--- config.mk ---
export PLATFORM = sky130hd
export DESIGN_NAME = i2c_bit_pacer
export DESIGN_NICKNAME = d
export VERILOG_FILES = /design/src/rtl/i2c_tim_pkg.sv /design/src/rtl/i2c_tim_cfg.sv /design/src/rtl/i2c_scl_fsm.sv /design/src/rtl/i2c_bit_pacer.sv
export SDC_FILE = /design/constraint.sdc
export NUM_CORES = 1
export LEC_CHECK = 0
export BUFFER_PORTS_ARGS = -buffer_cell sky130_fd_sc_hd__buf_2
export CAP_MARGIN = 20
export CORE_UTILIZATION = 55
export DETAILED_ROUTE_END_ITERATION = 8
export GPL_TIMING_DRIVEN = 1
export PLACE_DENSITY = 0.8
export SLEW_MARGIN = 10
export SYNTH_ARGS = -nofsm -noshare
export SYNTH_HDL_FRONTEND = slang
export SYNTH_SLANG_ARGS = --single-unit
--- constraint.sdc ---
create_clock -name clk -period 9.15 [get_ports clk]
set_input_delay 0 -clock clk [delete_from_list [all_inputs] [get_ports clk]]
set_output_delay 0 -clock clk [all_outputs]
set_load 0.02 [all_outputs]
--- src/rtl/i2c_tim_pkg.sv ---
package i2c_tim_pkg;

  // Floors applied to the programmed SCL periods
  localparam int MIN_HI = 6;
  localparam int MIN_LO = 8;

  // Order of the shadow count slots
  localparam int SLOT_STD_HI  = 0;
  localparam int SLOT_STD_LO  = 1;
  localparam int SLOT_FAST_HI = 2;
  localparam int SLOT_FAST_LO = 3;
  localparam int NUM_SLOTS    = 4;

  typedef enum logic [2:0] {
    PH_IDLE,
    PH_START,
    PH_LOW,
    PH_WAIT,
    PH_HIGH
  } phase_t;

endpackage

--- src/rtl/i2c_tim_cfg.sv ---
module i2c_tim_cfg
  import i2c_tim_pkg::*;
#(
  parameter int CNT_W   = 16,
  parameter int HOLD_W  = 8,
  parameter int SETUP_W = 8
) (
  input  logic              clk,
  input  logic              rst_n,
  input  logic              enable,
  input  logic              fast_sel,
  input  logic [CNT_W-1:0]  std_hi_cnt,
  input  logic [CNT_W-1:0]  std_lo_cnt,
  input  logic [CNT_W-1:0]  fast_hi_cnt,
  input  logic [CNT_W-1:0]  fast_lo_cnt,
  input  logic [HOLD_W:0]   sda_hold_cfg,
  input  logic [SETUP_W-1:0] sda_setup_cnt,
  output logic [CNT_W-1:0]  hi_eff,
  output logic [CNT_W-1:0]  lo_eff,
  output logic [CNT_W-1:0]  chg_pos
);

  localparam int EXT_W = CNT_W + 2;

  logic load_en;
  assign load_en = !enable;

  logic [CNT_W-1:0] cnt_in  [NUM_SLOTS];
  logic [CNT_W-1:0] cnt_all [NUM_SLOTS];

  assign cnt_in[SLOT_STD_HI]  = std_hi_cnt;
  assign cnt_in[SLOT_STD_LO]  = std_lo_cnt;
  assign cnt_in[SLOT_FAST_HI] = fast_hi_cnt;
  assign cnt_in[SLOT_FAST_LO] = fast_lo_cnt;

  // One shadow register per count slot, loaded only while disabled
  for (genvar g = 0; g < NUM_SLOTS; g++) begin : g_slot
    logic [CNT_W-1:0] slot_q;
    always_ff @(posedge clk or negedge rst_n) begin
      if (!rst_n) begin
        slot_q <= CNT_W'(MIN_LO);
      end else if (load_en) begin
        slot_q <= cnt_in[g];
      end
    end
    assign cnt_all[g] = slot_q;
  end

  logic              fast_q;
  logic [HOLD_W:0]   hold_q;
  logic [SETUP_W-1:0] setup_q;

  always_ff @(posedge clk or negedge rst_n) begin
    if (!rst_n) begin
      fast_q  <= 1'b0;
      hold_q  <= '0;
      setup_q <= SETUP_W'(1);
    end else if (load_en) begin
      fast_q  <= fast_sel;
      hold_q  <= sda_hold_cfg;
      setup_q <= sda_setup_cnt;
    end
  end

  logic [CNT_W-1:0] sel_hi, sel_lo;
  assign sel_hi = fast_q ? cnt_all[SLOT_FAST_HI] : cnt_all[SLOT_STD_HI];
  assign sel_lo = fast_q ? cnt_all[SLOT_FAST_LO] : cnt_all[SLOT_STD_LO];

  always_comb begin
    hi_eff = (sel_hi < CNT_W'(MIN_HI)) ? CNT_W'(MIN_HI) : sel_hi;
    lo_eff = (sel_lo < CNT_W'(MIN_LO)) ? CNT_W'(MIN_LO) : sel_lo;
  end

  // Place the SDA change point: hold delay after the fall, pulled back to
  // respect setup before the release, kept inside the low phase.
  logic [EXT_W-1:0] hold_dly, setup_eff, lim, cand, lo_ext;

  always_comb begin
    lo_ext    = EXT_W'(lo_eff);
    hold_dly  = hold_q[HOLD_W] ? (EXT_W'(hold_q[HOLD_W-1:0]) + EXT_W'(1))
                               : EXT_W'(1);
    setup_eff = (setup_q == '0) ? EXT_W'(1) : EXT_W'(setup_q);
    lim       = ((lo_ext + EXT_W'(1)) >= setup_eff) ?
                (lo_ext + EXT_W'(1) - setup_eff) : '0;
    cand      = (hold_dly < lim) ? hold_dly : lim;
    if (cand == '0) begin
      cand = EXT_W'(1);
    end
    if (cand > (lo_ext - EXT_W'(1))) begin
      cand = lo_ext - EXT_W'(1);
    end
    chg_pos = cand[CNT_W-1:0];
  end


  floor_hold_chk: assert property (@(posedge clk) disable iff (!rst_n)
    (hi_eff >= CNT_W'(MIN_HI)) && (lo_eff >= CNT_W'(MIN_LO)));


  frozen_cfg_chk: assert property (@(posedge clk) disable iff (!rst_n)
    (enable && $past(enable)) |->
      ($stable(hi_eff) && $stable(lo_eff) && $stable(chg_pos)));

endmodule

--- src/rtl/i2c_scl_fsm.sv ---
module i2c_scl_fsm
  import i2c_tim_pkg::*;
#(
  parameter int CNT_W = 16
) (
  input  logic             clk,
  input  logic             rst_n,
  input  logic             enable,
  input  logic             start_req,
  input  logic             stop_req,
  input  logic             scl_in,
  input  logic [CNT_W-1:0] hi_eff,
  input  logic [CNT_W-1:0] lo_eff,
  input  logic [CNT_W-1:0] chg_pos,
  output logic             scl_drive_low,
  output logic             scl_fall_stb,
  output logic             scl_rise_stb,
  output logic             sda_chg_stb,
  output logic             start_stb,
  output logic             stop_stb
);

  phase_t           ph_q, ph_d;
  logic [CNT_W-1:0] cnt_q, cnt_d;
  logic             pend_q, pend_d;
  logic             fall_d, rise_d, start_d, stop_d;
  logic             fall_q, rise_q, start_q, stop_q;

  logic hi_last, lo_last;
  assign hi_last = (cnt_q == (hi_eff - CNT_W'(1)));
  assign lo_last = (cnt_q == (lo_eff - CNT_W'(1)));

  always_comb begin
    ph_d    = ph_q;
    cnt_d   = cnt_q;
    pend_d  = pend_q;
    fall_d  = 1'b0;
    rise_d  = 1'b0;
    start_d = 1'b0;
    stop_d  = 1'b0;
    if (!enable) begin
      ph_d   = PH_IDLE;
      cnt_d  = '0;
      pend_d = 1'b0;
    end else begin
      if (ph_q != PH_IDLE && stop_req) begin
        pend_d = 1'b1;
      end
      unique case (ph_q)
        PH_IDLE: begin
          if (start_req) begin
            ph_d    = PH_START;
            cnt_d   = '0;
            pend_d  = 1'b0;
            start_d = 1'b1;
          end
        end
        PH_START: begin
          if (hi_last) begin
            ph_d   = PH_LOW;
            cnt_d  = '0;
            fall_d = 1'b1;
          end else begin
            cnt_d = cnt_q + CNT_W'(1);
          end
        end
        PH_LOW: begin
          if (lo_last) begin
            ph_d   = PH_WAIT;
            cnt_d  = '0;
            rise_d = 1'b1;
          end else begin
            cnt_d = cnt_q + CNT_W'(1);
          end
        end
        PH_WAIT: begin
          // the cycle SCL is first seen high counts as the first high cycle
          if (scl_in) begin
            ph_d  = PH_HIGH;
            cnt_d = CNT_W'(1);
          end
        end
        PH_HIGH: begin
          if (hi_last) begin
            if (pend_q || stop_req) begin
              ph_d   = PH_IDLE;
              cnt_d  = '0;
              pend_d = 1'b0;
              stop_d = 1'b1;
            end else begin
              ph_d   = PH_LOW;
              cnt_d  = '0;
              fall_d = 1'b1;
            end
          end else begin
            cnt_d = cnt_q + CNT_W'(1);
          end
        end
        default: begin
          ph_d  = PH_IDLE;
          cnt_d = '0;
        end
      endcase
    end
  end

  always_ff @(posedge clk or negedge rst_n) begin
    if (!rst_n) begin
      ph_q    <= PH_IDLE;
      cnt_q   <= '0;
      pend_q  <= 1'b0;
      fall_q  <= 1'b0;
      rise_q  <= 1'b0;
      start_q <= 1'b0;
      stop_q  <= 1'b0;
    end else begin
      ph_q    <= ph_d;
      cnt_q   <= cnt_d;
      pend_q  <= pend_d;
      fall_q  <= fall_d;
      rise_q  <= rise_d;
      start_q <= start_d;
      stop_q  <= stop_d;
    end
  end

  assign scl_drive_low = (ph_q == PH_LOW);
  assign scl_fall_stb  = fall_q;
  assign scl_rise_stb  = rise_q;
  assign start_stb     = start_q;
  assign stop_stb      = stop_q;
  assign sda_chg_stb   = (ph_q == PH_LOW) && (cnt_q == chg_pos);


  strobe_excl_chk: assert property (@(posedge clk) disable iff (!rst_n)
    $onehot0({start_stb, stop_stb, scl_fall_stb, scl_rise_stb, sda_chg_stb}));


  sda_in_low_chk: assert property (@(posedge clk) disable iff (!rst_n)
    sda_chg_stb |-> scl_drive_low);


  stretch_hold_chk: assert property (@(posedge clk) disable iff (!rst_n)
    (enable && ph_q == PH_WAIT && !scl_in) |=> (!scl_fall_stb && !stop_stb));


  stop_release_chk: assert property (@(posedge clk) disable iff (!rst_n)
    stop_stb |-> !scl_drive_low);


  disable_release_chk: assert property (@(posedge clk) disable iff (!rst_n)
    !enable |=> (!scl_drive_low && !start_stb));

endmodule

--- src/rtl/i2c_bit_pacer.sv ---
module i2c_bit_pacer
  import i2c_tim_pkg::*;
#(
  parameter int CNT_W   = 16,
  parameter int HOLD_W  = 8,
  parameter int SETUP_W = 8
) (
  input  logic               clk,
  input  logic               rst_n,
  input  logic               enable,
  input  logic               fast_sel,
  input  logic [CNT_W-1:0]   std_hi_cnt,
  input  logic [CNT_W-1:0]   std_lo_cnt,
  input  logic [CNT_W-1:0]   fast_hi_cnt,
  input  logic [CNT_W-1:0]   fast_lo_cnt,
  input  logic [HOLD_W:0]    sda_hold_cfg,
  input  logic [SETUP_W-1:0] sda_setup_cnt,
  input  logic               start_req,
  input  logic               stop_req,
  input  logic               scl_in,
  output logic               scl_drive_low,
  output logic               scl_fall_stb,
  output logic               scl_rise_stb,
  output logic               sda_chg_stb,
  output logic               start_stb,
  output logic               stop_stb
);

  logic [CNT_W-1:0] hi_eff, lo_eff, chg_pos;

  i2c_tim_cfg #(
    .CNT_W  (CNT_W),
    .HOLD_W (HOLD_W),
    .SETUP_W(SETUP_W)
  ) u_cfg (
    .clk          (clk),
    .rst_n        (rst_n),
    .enable       (enable),
    .fast_sel     (fast_sel),
    .std_hi_cnt   (std_hi_cnt),
    .std_lo_cnt   (std_lo_cnt),
    .fast_hi_cnt  (fast_hi_cnt),
    .fast_lo_cnt  (fast_lo_cnt),
    .sda_hold_cfg (sda_hold_cfg),
    .sda_setup_cnt(sda_setup_cnt),
    .hi_eff       (hi_eff),
    .lo_eff       (lo_eff),
    .chg_pos      (chg_pos)
  );

  i2c_scl_fsm #(
    .CNT_W(CNT_W)
  ) u_fsm (
    .clk          (clk),
    .rst_n        (rst_n),
    .enable       (enable),
    .start_req    (start_req),
    .stop_req     (stop_req),
    .scl_in       (scl_in),
    .hi_eff       (hi_eff),
    .lo_eff       (lo_eff),
    .chg_pos      (chg_pos),
    .scl_drive_low(scl_drive_low),
    .scl_fall_stb (scl_fall_stb),
    .scl_rise_stb (scl_rise_stb),
    .sda_chg_stb  (sda_chg_stb),
    .start_stb    (start_stb),
    .stop_stb     (stop_stb)
  );

endmodule

[After elaboration in Yosys (flattened, before gate mapping)]
Cells that the tools add are included.
Widths: inputs -> output; s select.
Storage, ports and cells
  bits in registers: 106
  bits of input ports: 88
  logic and storage cells: 93
Cells by class
  add/subtract/negate cells: 7
  $lt $le $gt $ge: 5
  equality and inequality tests: 12
  multiplexer cells: 45
  reduce and logical (&&, ||, !) cells: 10
Operator list (number)
  $mux 16: 10
  $mux 18: 4
  $pmux 16 s4: 1
  $eq 16x16->1: 3
  $sub 16x1->16 const B: 2
  $mux 1: 19
  $ge 18x18->1: 1
  $gt 18x18->1: 1
  $logic_not 18->1: 1
  $lt 18x18->1: 1
  $mux 3: 6
  $sub 18x18->18: 1
  $add 16x1->17 const B: 1
  $sub 16x1->17 const B: 1
  $add 16x1->16 const B: 1
  $lt 16x3->1 const B: 1
  $lt 16x4->1 const B: 1
  $pmux 3 s5: 1
  $add 8x1->9 const B: 1
  $ne 3x2->1 const B: 3
  $logic_not 8->1: 1
  $mux 8: 1
  $eq 3x2->1 const B: 2
  $ne 3x3->1 const B: 2
  11 further kinds: 13

[Depth between registers and ports, before layout]
Gate-level depths: netlist of the first run.
  depth after elaboration: 14
  depth in mapped cells: 46
  gate-level depth less buffers: 41

[Modules after synthesis]
A second synthesis of the first run with hierarchy kept.
Unflattened totals
  cell total of the unflattened synthesis: 1028
  area, all modules: 9339.0 um^2
Modules (own cells, without submodules)
  i2c_tim_cfg: instances 1, cells each 655, area each 6408.6 um^2, sequential area each 2058.2 um^2
  i2c_scl_fsm: instances 1, cells each 373, area each 2930.3 um^2, sequential area each 600.6 um^2

[Worst setup path before layout of the first run]
No wires, ideal clock.
  path type: reg-to-output
  start: reg u_cfg.fast_q
  end: out sda_chg_stb
  arrival time: 9290 ps
  slack: -140 ps
  cell stages (with the launch flop): 43
  buffers on the path: 7
  cell sequence: dfrtp_1 > buf_6 > buf_2 > clkbuf_1 > buf_1 > buf_1 > clkbuf_1 > mux2_2 > nand2_1 > inv_1 > ha_1 > xnor2_1 > ha_1 > nor2b_1 > o31a_1 > o21a_1 > a21oi_1 > nand4b_1 > (+7 left out) > a211oi_4 > mux2i_1 > or4_4 > o31a_1 > ha_1 > inv_1 > a21oi_1 > o221ai_1 > a21oi_1 > o21ai_0 > a21oi_1 > a21oi_1 > clkbuf_1 > nand2_1 > nand2_1 > nand4_1 > or4_1 > a2111oi_2
On the way
  cells in the longest elaborated chain, start to end: 14
  elaborated cells between the ends (all ways): 16
RTL lines
  start, declared: line i2c_tim_cfg.sv:49  | logic fast_q;
  start signal, assigned: line i2c_tim_cfg.sv:59  | fast_q <= fast_sel;
  $mux 16 *: line i2c_tim_cfg.sv:67  | assign sel_lo = fast_q ? cnt_all[SLOT_FAST_LO] : cnt_all[SLOT_STD_LO];
  $lt 16x4->1: line i2c_tim_cfg.sv:71  | lo_eff = (sel_lo < CNT_W'(MIN_LO)) ? CNT_W'(MIN_LO) : sel_lo;
  $mux 16 *: line i2c_tim_cfg.sv:71
  $add 16x1->17: line i2c_tim_cfg.sv:83, i2c_tim_cfg.sv:84
  $sub 18x18->18 / $ge 18x18->1 (equally long branches): line i2c_tim_cfg.sv:84, i2c_tim_cfg.sv:83
  $mux 18: line i2c_tim_cfg.sv:83  | lim = ((lo_ext + EXT_W'(1)) >= setup_eff) ?
  $lt 18x18->1: line i2c_tim_cfg.sv:85  | cand = (hold_dly < lim) ? hold_dly : lim;
  $mux 18: line i2c_tim_cfg.sv:85
  $logic_not 18->1: line i2c_tim_cfg.sv:86  | if (cand == '0) begin
  $mux 18: line i2c_tim_cfg.sv:86
  $gt 18x18->1: line i2c_tim_cfg.sv:89  | if (cand > (lo_ext - EXT_W'(1))) begin
  $mux 16 *: line i2c_tim_cfg.sv:89
  $eq 16x16->1 *: line i2c_scl_fsm.sv:132  | assign sda_chg_stb = (ph_q == PH_LOW) && (cnt_q == chg_pos);
  $logic_and 1x1->1 *: line i2c_scl_fsm.sv:132
  end, declared: line i2c_bit_pacer.sv:24  | output logic sda_chg_stb,
Every way passes the cells marked *; elsewhere a longest branch is shown, timed or not.

[Final worst setup path of the first run]
Same ends and word-level chain as after synthesis.

==> results of run 1 <==
critical path, delay by kind of cell, from the launching register on:
kind | cells | cell delay, ns
muxes | 1 | 0.47
DFF | 1 | 0.53
adders and majority gates | 4 | 1.14
buffers and inverters | 5 | 0.86
and+or+nand+nor | 11 | 2.76
AOI/OAI and AO/OA | 15 | 2.50
power by group:
group          leakage [uW]  internal, uW  switching (uW)  total [uW]
logic               0.00317           316             377         693
clock network      0.000138           192             199         391
registers           0.00128           513            67.2         580
layout by cell type, fill, tap and decap left out, drive strengths merged, types with 7 or more instances in the layout:
cell type	count
conb	11
nand3	44
nor2b	8
buf	116
o21a	14
o211ai	8
nor3	35
nor2	59
mux2	97
a21o	9
o21ai	35
nor4	11
a21oi	31
or3	10
nand2b	9
and2	12
inv	37
and3	9
mux2i	38
nor3b	13
dlygate4sd3	87
o22ai	7
xnor2	39
nand4	17
or2	8
nand3b	10
ha	39
clkbuf	10
dfrtp	101
xor2	23
a211oi	9
nand2	79
timing repair:
item / 4_1_cts / 5_1_grt
setup endpoints to repair: 1 / 1
pin swaps: 0 / 5
resized for setup: 2 / 37
buffers inserted: 0 / 4
gates cloned: 0 / 0
hold buffers: 87 / 0
hold endpoints to repair: 112 / 0
per-stage QoR:
step           std cells  setup TNS [ns]  cell area [um2]
6_report            1342               0            10800
3_5_place_dp        1232               0             9350
2_1_floorplan        956               0             8670
4_1_cts             1335               0            10500
3_3_place_gp        1232               0             9350
5_1_grt             1342         -0.0334            10800
sequential cells by signal, indices dropped and copies added (netlist names):
| signal | flops |
|---|---|
| u_cfg.g_slot.slot_q | 64 |
| u_fsm.stop_stb | 1 |
| u_fsm.start_stb | 1 |
| u_fsm.scl_rise_stb | 1 |
| u_fsm.pend_q | 1 |
| u_fsm.cnt_q | 16 |
| u_fsm.scl_fall_stb | 1 |
| u_cfg.setup_q | 8 |
| u_cfg.fast_q | 1 |
| u_cfg.hold_q | 9 |
| u_fsm.ph_q | 3 |
logic make-up (layout without fill, tap and decap cells):
group / Yosys count / after routing
xor gates and xnor gates: 63 / 63
AOI/OAI and AO/OA: 178 / 178
adders and majority gates: 40 / 40
buffers and inverters: 79 / 253
other: 2 / 12
DFF: 106 / 106
muxes: 135 / 135
and+or+nand+nor: 344 / 344
layer usage:
metal | up-vias | track usage, % | share of wire (%)
li1 | 3821 | - | -
met1 | 3899 | 36.4 | 39
met2 | 348 | 55.6 | 49
met3 | 117 | 5.86 | 5.9
met4 | 0 | 17.4 | 5.4
met5 | - | 0 | 0
cell type report:
cell class / instances / area, um2
multi-input combinational: 771 / 5880
fill: 1087 / 4490
sequential: 106 / 2660
timing repair buffer: 203 / 1540
tap: 211 / 264
clock buffer: 10 / 229
inverter: 34 / 128
clock inverter: 6 / 61.3
antenna: 1 / 2.50
how the worst min path moves through the flow:
| stage | from | end | slack, ns | cells after the start |
|---|---|---|---|---|
| after floorplan | rst_n | u_cfg.fast_q$_DFFE_PN0N_ | -0.30 | 0 |
| after global placement | rst_n | u_cfg.setup_q[3]$_DFFE_PN0N_ | -0.08 | 1 |
| after detailed placement | rst_n | u_cfg.setup_q[5]$_DFFE_PN0N_ | -0.07 | 1 |
| after CTS | rst_n | u_cfg.g_slot[1].slot_q[2]$_DFFE_PN0N_ | 0.08 | 2 |
| after global routing | rst_n | u_cfg.g_slot[1].slot_q[2]$_DFFE_PN0N_ | 0.11 | 2 |
| final | rst_n | u_cfg.g_slot[1].slot_q[2]$_DFFE_PN0N_ | 0.07 | 2 |
==> summary.log, run 1 <==
qor: synth.simple_logic_cell_fraction_of_the_synthesized_area 21.0%
qor: critical_path.timing.critical_path.arrival 8.65 ns
qor: finish.utilization 70.6%
qor: timing.hold_slack 0.0681 ns
qor: timing.skew 0.0111 ns
qor: cts.cts-root-buf sky130_fd_sc_hd__clkbuf_16
qor: synth.syn_inst 947
qor: placed_design.pre_cts_slack 0.369 ns
qor: placed_design.dp_hpwl 16900 um
qor: cts.cts-buffers-inserted 9
qor: drt.vias 8185
qor: drt.first_iter_violations 649
qor: drt.vias_per_cell 6.10
qor: job.max_cap_viols 0
qor: timing.worst_slack 0.503 ns
qor: synth.combinational_family_with_the_most_area_after_synthesis simple AND/OR/NAND/NOR gates
qor: synth.ys_ff_latch 106
qor: drt.route.antenna.remaining_nets 0
qor: synth.yosys.cell_count.top_type sky130_fd_sc_hd__dfrtp_1
qor: critical_path.path_max_fanout 9
qor: synth.syn_area_per_cell 9.11 um2
qor: synth.main_area_contributors_after_synthesis sky130_fd_sc_hd__dfrtp_1 (29%), sky130_fd_sc_hd__mux2_2 (12%), sky130_fd_sc_hd__ha_1 (5.7%), sky130_fd_sc_hd__mux2i_1 (4.3%), sky130_fd_sc_hd__xnor2_1 (4.0%)
qor: floorplan.starting_density_of_the_core 56.5%
qor: synth.post_synth_instance_area 8620 um2
qor: synth.synth_enable_flop_cells 0
qor: grt.first_global_vias 8093
qor: floorplan.io-pin-count 94
qor: critical_path.r2r-start u_cfg.fast_q$_DFFE_PN0N_
qor: synth.synth.top_cell.area_share 29.3%
qor: drt.drc 0
qor: timing.timing_hold_violations_final 0
qor: grt.grt_first_pass_wirelength 40000 um
qor: timing.setup_viol 0
qor: min_path.worst_hold_path_type in -> async
qor: critical_path.worstReg2RegEnd u_fsm.cnt_q[9]$_DFFE_PN0P_
qor: floorplan.floorplan.die_area 16200 um2
qor: timing.fin_crit 8.65 ns
qor: grt.global_route.overflow_total 0
qor: finish.drive_gt1_share 25.3%
qor: placed_design.io_buffer_count 93
qor: floorplan.dieWidth 127 um
qor: synth.synth.mux.area_fraction 17.1%
qor: synth.synth_ff_type sky130_fd_sc_hd__dfrtp_1
qor: cts.ctsLongestPathBuffers 2
qor: synth.synth.yosys.seq_area_share 30.8%
qor: synth.adder_cell_fraction_of_synth_area 5.89%
qor: floorplan.die-height 127 um
qor: finish.synthToLayoutAreaGrowth 24.9%
qor: grt.grt_max_degree 83
qor: critical_path.worst_ep_required_time 9.15 ns
qor: synth.yosysWarnings 0
qor: synth.synth_area_leader_cell sky130_fd_sc_hd__dfrtp_1
qor: pwr.vdd.ir_drop.worst 0.000162 V
qor: critical_path.reg2reg_setup_slack 3.29 ns
qor: timing.final_min_period_over_clock_period 94.5%
qor: drt.avgRoutedWirePerCell 18.9 um
qor: timing.timing.fmax 0.116 GHz
qor: synth.yosysUniqueCellTypes 83
qor: placed_design.place.gp.congestion 0.964
qor: cts.worstSkewPairLatency 0.37 ns
qor: pwr.tot_pwr 1660 uW
qor: critical_path.critPathSlowestCell sky130_fd_sc_hd__or4_4
qor: cts.cts.clk_slew.worst_paths 0.09 ns
qor: timing.maxSlewViolCount 0
qor: critical_path.timing.setup.critical_path_class reg -> out
qor: critical_path.critPathMaxStageDelay 0.56 ns
qor: cts.clock_tree.htree_level_count 3
qor: grt.gr-usage-all-layers 31.6%
qor: synth.synth_async_sr_flop_share 100%
qor: grt.number_of_antenna_violations_at_the_first_check_in_global_routing 1
qor: timing.tightestPinTransition 0.884 ns
qor: status.result_of_the_run complete, no violations
qor: cts.tritoncts_num_sinks 106
qor: critical_path.start_kind register
qor: synth.synth_area_in_compound_gates 14.9%
qor: drt.dr.pass1.iters 7
qor: critical_path.worst_setup_path_endpoint sda_chg_stb
qor: pwr.leakage_component_of_the_power 0.00459 uW
qor: pwr.cellPowerDensity 155 nW/um2
qor: floorplan.design.core.area 15300 um2
qor: drt.postRouteWirelength 25300 um
qor: critical_path.timing.reg2reg.worst_path_depth 19
qor: critical_path.setup.worst_path.end_class output port
qor: timing.max-slew-margin-rel 41.0%
qor: finish.nNetsFinal 1253
qor: synth.synth_xor_area_share 6.56%
qor: synth.synth.cells.most_frequent sky130_fd_sc_hd__dfrtp_1 (101), sky130_fd_sc_hd__mux2_2 (95), sky130_fd_sc_hd__nand2_1 (78)
qor: floorplan.placementRows 45
qor: cts.cts_tree built
qor: critical_path.critical_path.startpoint u_cfg.fast_q$_DFFE_PN0N_
Note: power is estimated with default switching activity, not from simulation.
==> run 2: changes to the inputs <==
==> constraint.sdc (replaced) <==
create_clock -name clk -period 9.15 [get_ports clk]
set_input_delay 0 -clock clk [delete_from_list [all_inputs] [get_ports clk]]
set_output_delay 0 -clock clk [all_outputs]
set_load 0.01 [all_outputs]
==> summary.log, run 2 (synthesis gave the netlist of run 1 again) <==
qor: status.result_of_the_run complete, no violations [unchanged]
qor: drt.route.antenna.remaining_nets 0 [unchanged]
qor: finish.layout_top_registers u_cfg.g_slot.slot_q (64), u_fsm.cnt_q (16), u_cfg.hold_q (9) [unchanged]
qor: critical_path.setup.worst_path.end_class output port [unchanged]
qor: drt.postRouteWirelength 26200 um [was 25300 um]
qor: cts.cts-buffers-inserted 9 [unchanged]
qor: finish.largest_register_ffs 64 [unchanged]
qor: min_path.worst_hold_path_type in -> reg [was in -> async]
qor: critical_path.path_max_fanout 6 [was 9]
qor: critical_path.critPathMaxStageDelay 0.57 ns [was 0.56 ns]
qor: floorplan.starting_density_of_the_core 56.5% [unchanged]
qor: cts.clock_tree.htree_level_count 3 [unchanged]
qor: finish.mostFrequentLayoutCell sky130_fd_sc_hd__dfrtp_1 [unchanged]
qor: floorplan.dieWidth 127 um [unchanged]
qor: timing.timing_hold_violations_final 0 [unchanged]
qor: critical_path.critPathSlowestCell sky130_fd_sc_hd__or4_1 [was sky130_fd_sc_hd__or4_4]
qor: finish.top_register u_cfg.g_slot.slot_q [unchanged]
qor: pwr.leakage_component_of_the_power 0.00462 uW [was 0.00459 uW]
qor: timing.skew 0.0169 ns [was 0.0111 ns]
qor: placed_design.pre_cts_slack 0.250 ns [was 0.369 ns]
qor: grt.first_global_vias 8208 [was 8093]
qor: job.max_cap_viols 0 [unchanged]
qor: drt.vias_per_cell 6.22 [was 6.10]
qor: critical_path.worstReg2RegEnd u_fsm.cnt_q[9]$_DFFE_PN0P_ [unchanged]
qor: floorplan.placementRows 45 [unchanged]
qor: floorplan.design.core.area 15300 um2 [unchanged]
qor: cts.cts_tree built [unchanged]
qor: timing.setup_viol 0 [unchanged]
qor: placed_design.io_buffer_count 93 [unchanged]
qor: critical_path.reg2reg_setup_slack 3.65 ns [was 3.29 ns]
qor: pwr.vdd.ir_drop.worst 0.000122 V [was 0.000162 V]
qor: timing.final_min_period_over_clock_period 95.5% [was 94.5%]
qor: cts.ctsLongestPathBuffers 2 [unchanged]
qor: cts.tritoncts_num_sinks 106 [unchanged]
qor: floorplan.floorplan.die_area 16200 um2 [unchanged]
qor: drt.first_iter_violations 764 [was 649]
qor: cts.cts-root-buf sky130_fd_sc_hd__clkbuf_16 [unchanged]
qor: grt.grt_max_degree 81 [was 83]
qor: drt.dr.pass1.iters 6 [was 7]
qor: critical_path.worst_setup_path_endpoint sda_chg_stb [unchanged]
qor: drt.avgRoutedWirePerCell 19.5 um [was 18.9 um]
qor: critical_path.timing.setup.critical_path_class reg -> out [unchanged]
qor: critical_path.worst_ep_required_time 9.15 ns [about the same]
qor: finish.synthToLayoutAreaGrowth 25.2% [was 24.9%]
qor: cts.cts.clk_slew.worst_paths 0.08 ns [was 0.09 ns]
qor: timing.max-slew-margin-rel 40.7% [was 41.0%]
qor: critical_path.timing.critical_path.arrival 8.74 ns [was 8.65 ns]
qor: timing.tightestPinTransition 0.864 ns [was 0.884 ns]
qor: drt.drc 0 [unchanged]
qor: placed_design.place.gp.congestion 0.999 [was 0.964]
qor: grt.global_route.overflow_total 0 [unchanged]
qor: grt.gr-usage-all-layers 31.7% [was 31.6%]
qor: critical_path.path_common_cell sky130_fd_sc_hd__ha_1
qor: floorplan.io-pin-count 94 [unchanged]
qor: finish.utilization 70.8% [was 70.6%]
qor: pwr.cellPowerDensity 157 nW/um2 [was 155 nW/um2]
qor: drt.vias 8364 [was 8185]
qor: timing.worst_slack 0.408 ns [was 0.503 ns]
qor: placed_design.dp_hpwl 16900 um [about the same]
qor: critical_path.timing.reg2reg.worst_path_depth 18 [was 19]
qor: finish.finish.instance_area 10800 um2 [about the same]
qor: critical_path.start_kind register [unchanged]
qor: pwr.tot_pwr 1700 uW [was 1660 uW]
qor: timing.maxSlewViolCount 0 [unchanged]
qor: cts.worstSkewPairLatency 0.37 ns [about the same]
qor: timing.timing.fmax 0.114 GHz [was 0.116 GHz]
qor: critical_path.r2r-start u_cfg.fast_q$_DFFE_PN0N_ [unchanged]
qor: critical_path.critical_path.startpoint u_cfg.fast_q$_DFFE_PN0N_ [unchanged]
qor: placed_design.detailed_place.area 9320 um2 [was 9350 um2]
qor: timing.fin_crit 8.74 ns [was 8.65 ns]
qor: grt.number_of_antenna_violations_at_the_first_check_in_global_routing 3 [was 1]
qor: finish.nNetsFinal 1254 [was 1253]
qor: grt.grt_first_pass_wirelength 40100 um [was 40000 um]
qor: floorplan.die-height 127 um [unchanged]
qor: finish.drive_gt1_share 25.5% [was 25.3%]
qor: finish.layout.cells.most_common_list sky130_fd_sc_hd__dfrtp_1 (100), sky130_fd_sc_hd__mux2_2 (95), sky130_fd_sc_hd__buf_2 (91), sky130_fd_sc_hd__dlygate4sd3_1 (86), sky130_fd_sc_hd__nand2_1 (77) [was sky130_fd_sc_hd__dfrtp_1 (100), sky130_fd_sc_hd__mux2_2 (95), sky130_fd_sc_hd__buf_2 (90), sky130_fd_sc_hd__dlygate4sd3_1 (87), sky130_fd_sc_hd__nand2_1 (77)]
## run 2: cell count changes in the layout (fill, tap and decap cells not counted), sizes merged
| cell | change |
|---|---|
| dlygate4sd3 | -1 |
| buf | +2 |
| diode | +1 |
| inv | -1 |
| bufinv | +1 |
## run 2: stage by stage
| stage | TNS (ns) | hold slack [ns] | std cells |
|---|---|---|---|
| finish | 0 | 0.00924 | 1344 |
| global route | -0.159 | 0.0526 | 1344 |
| CTS | 0 | 0.0103 | 1333 |
| detailed placement | 0 | -0.0638 | 1230 |
| global placement | 0 | -0.0638 | 1230 |
| floorplan | 0 | -0.296 | 956 |
## run 2: critical path, delay by kind of cell, from the launching register on
family,cells,cell delay [ns]
AOI/OAI and AO/OA,17,2.89
xor gates and xnor gates,1,0.16
adders and majority gates,4,1.02
buffers and inverters,6,0.73
DFF,1,0.46
muxes,1,0.35
and+or+nand+nor,11,2.80
## run 2: final cells by class
class,instances,area (um2)
antenna,2,5.00
clock buffer,10,239
clock inverter,6,82.6
fill,1108,4460
inverter,34,128
multi-input combinational,771,5860
sequential,106,2660
tap,211,264
timing repair buffer,204,1550
## run 2: worst min-delay path by stage
stage               cells past startpoint                            to   start
finish                                  3     u_fsm.ph_q[2]$_DFFE_PN0P_  scl_in
global route                            3     u_fsm.ph_q[2]$_DFFE_PN0P_  scl_in
CTS                                     3     u_fsm.ph_q[2]$_DFFE_PN0P_  scl_in
detailed placement                      1  u_cfg.setup_q[2]$_DFFE_PN0N_   rst_n
global placement                        1  u_cfg.setup_q[3]$_DFFE_PN0N_   rst_n
floorplan                               0      u_cfg.fast_q$_DFFE_PN0N_   rst_n
## run 2: repair_timing
action                     4_1_cts  5_1_grt
pin swaps                        0        5
hold endpoints to repair       113        0
hold buffers                    86        0
resized for setup                2       36
setup endpoints to repair        1        1
setup buffers                    1        7
## run 2: routing by layer
metal | GRT usage (%) | part of all wire, %
met1 | 36.4 | 38
met2 | 56.2 | 49
met5 | 0 | 0
met4 | 16.7 | 5.8
met3 | 5.78 | 7.3
## run 2: where the power goes
group / switching (uW) / internal (uW) / total [uW]
registers: 68.3 / 513 / 582
clock network: 199 / 226 / 425
logic: 382 / 311 / 693
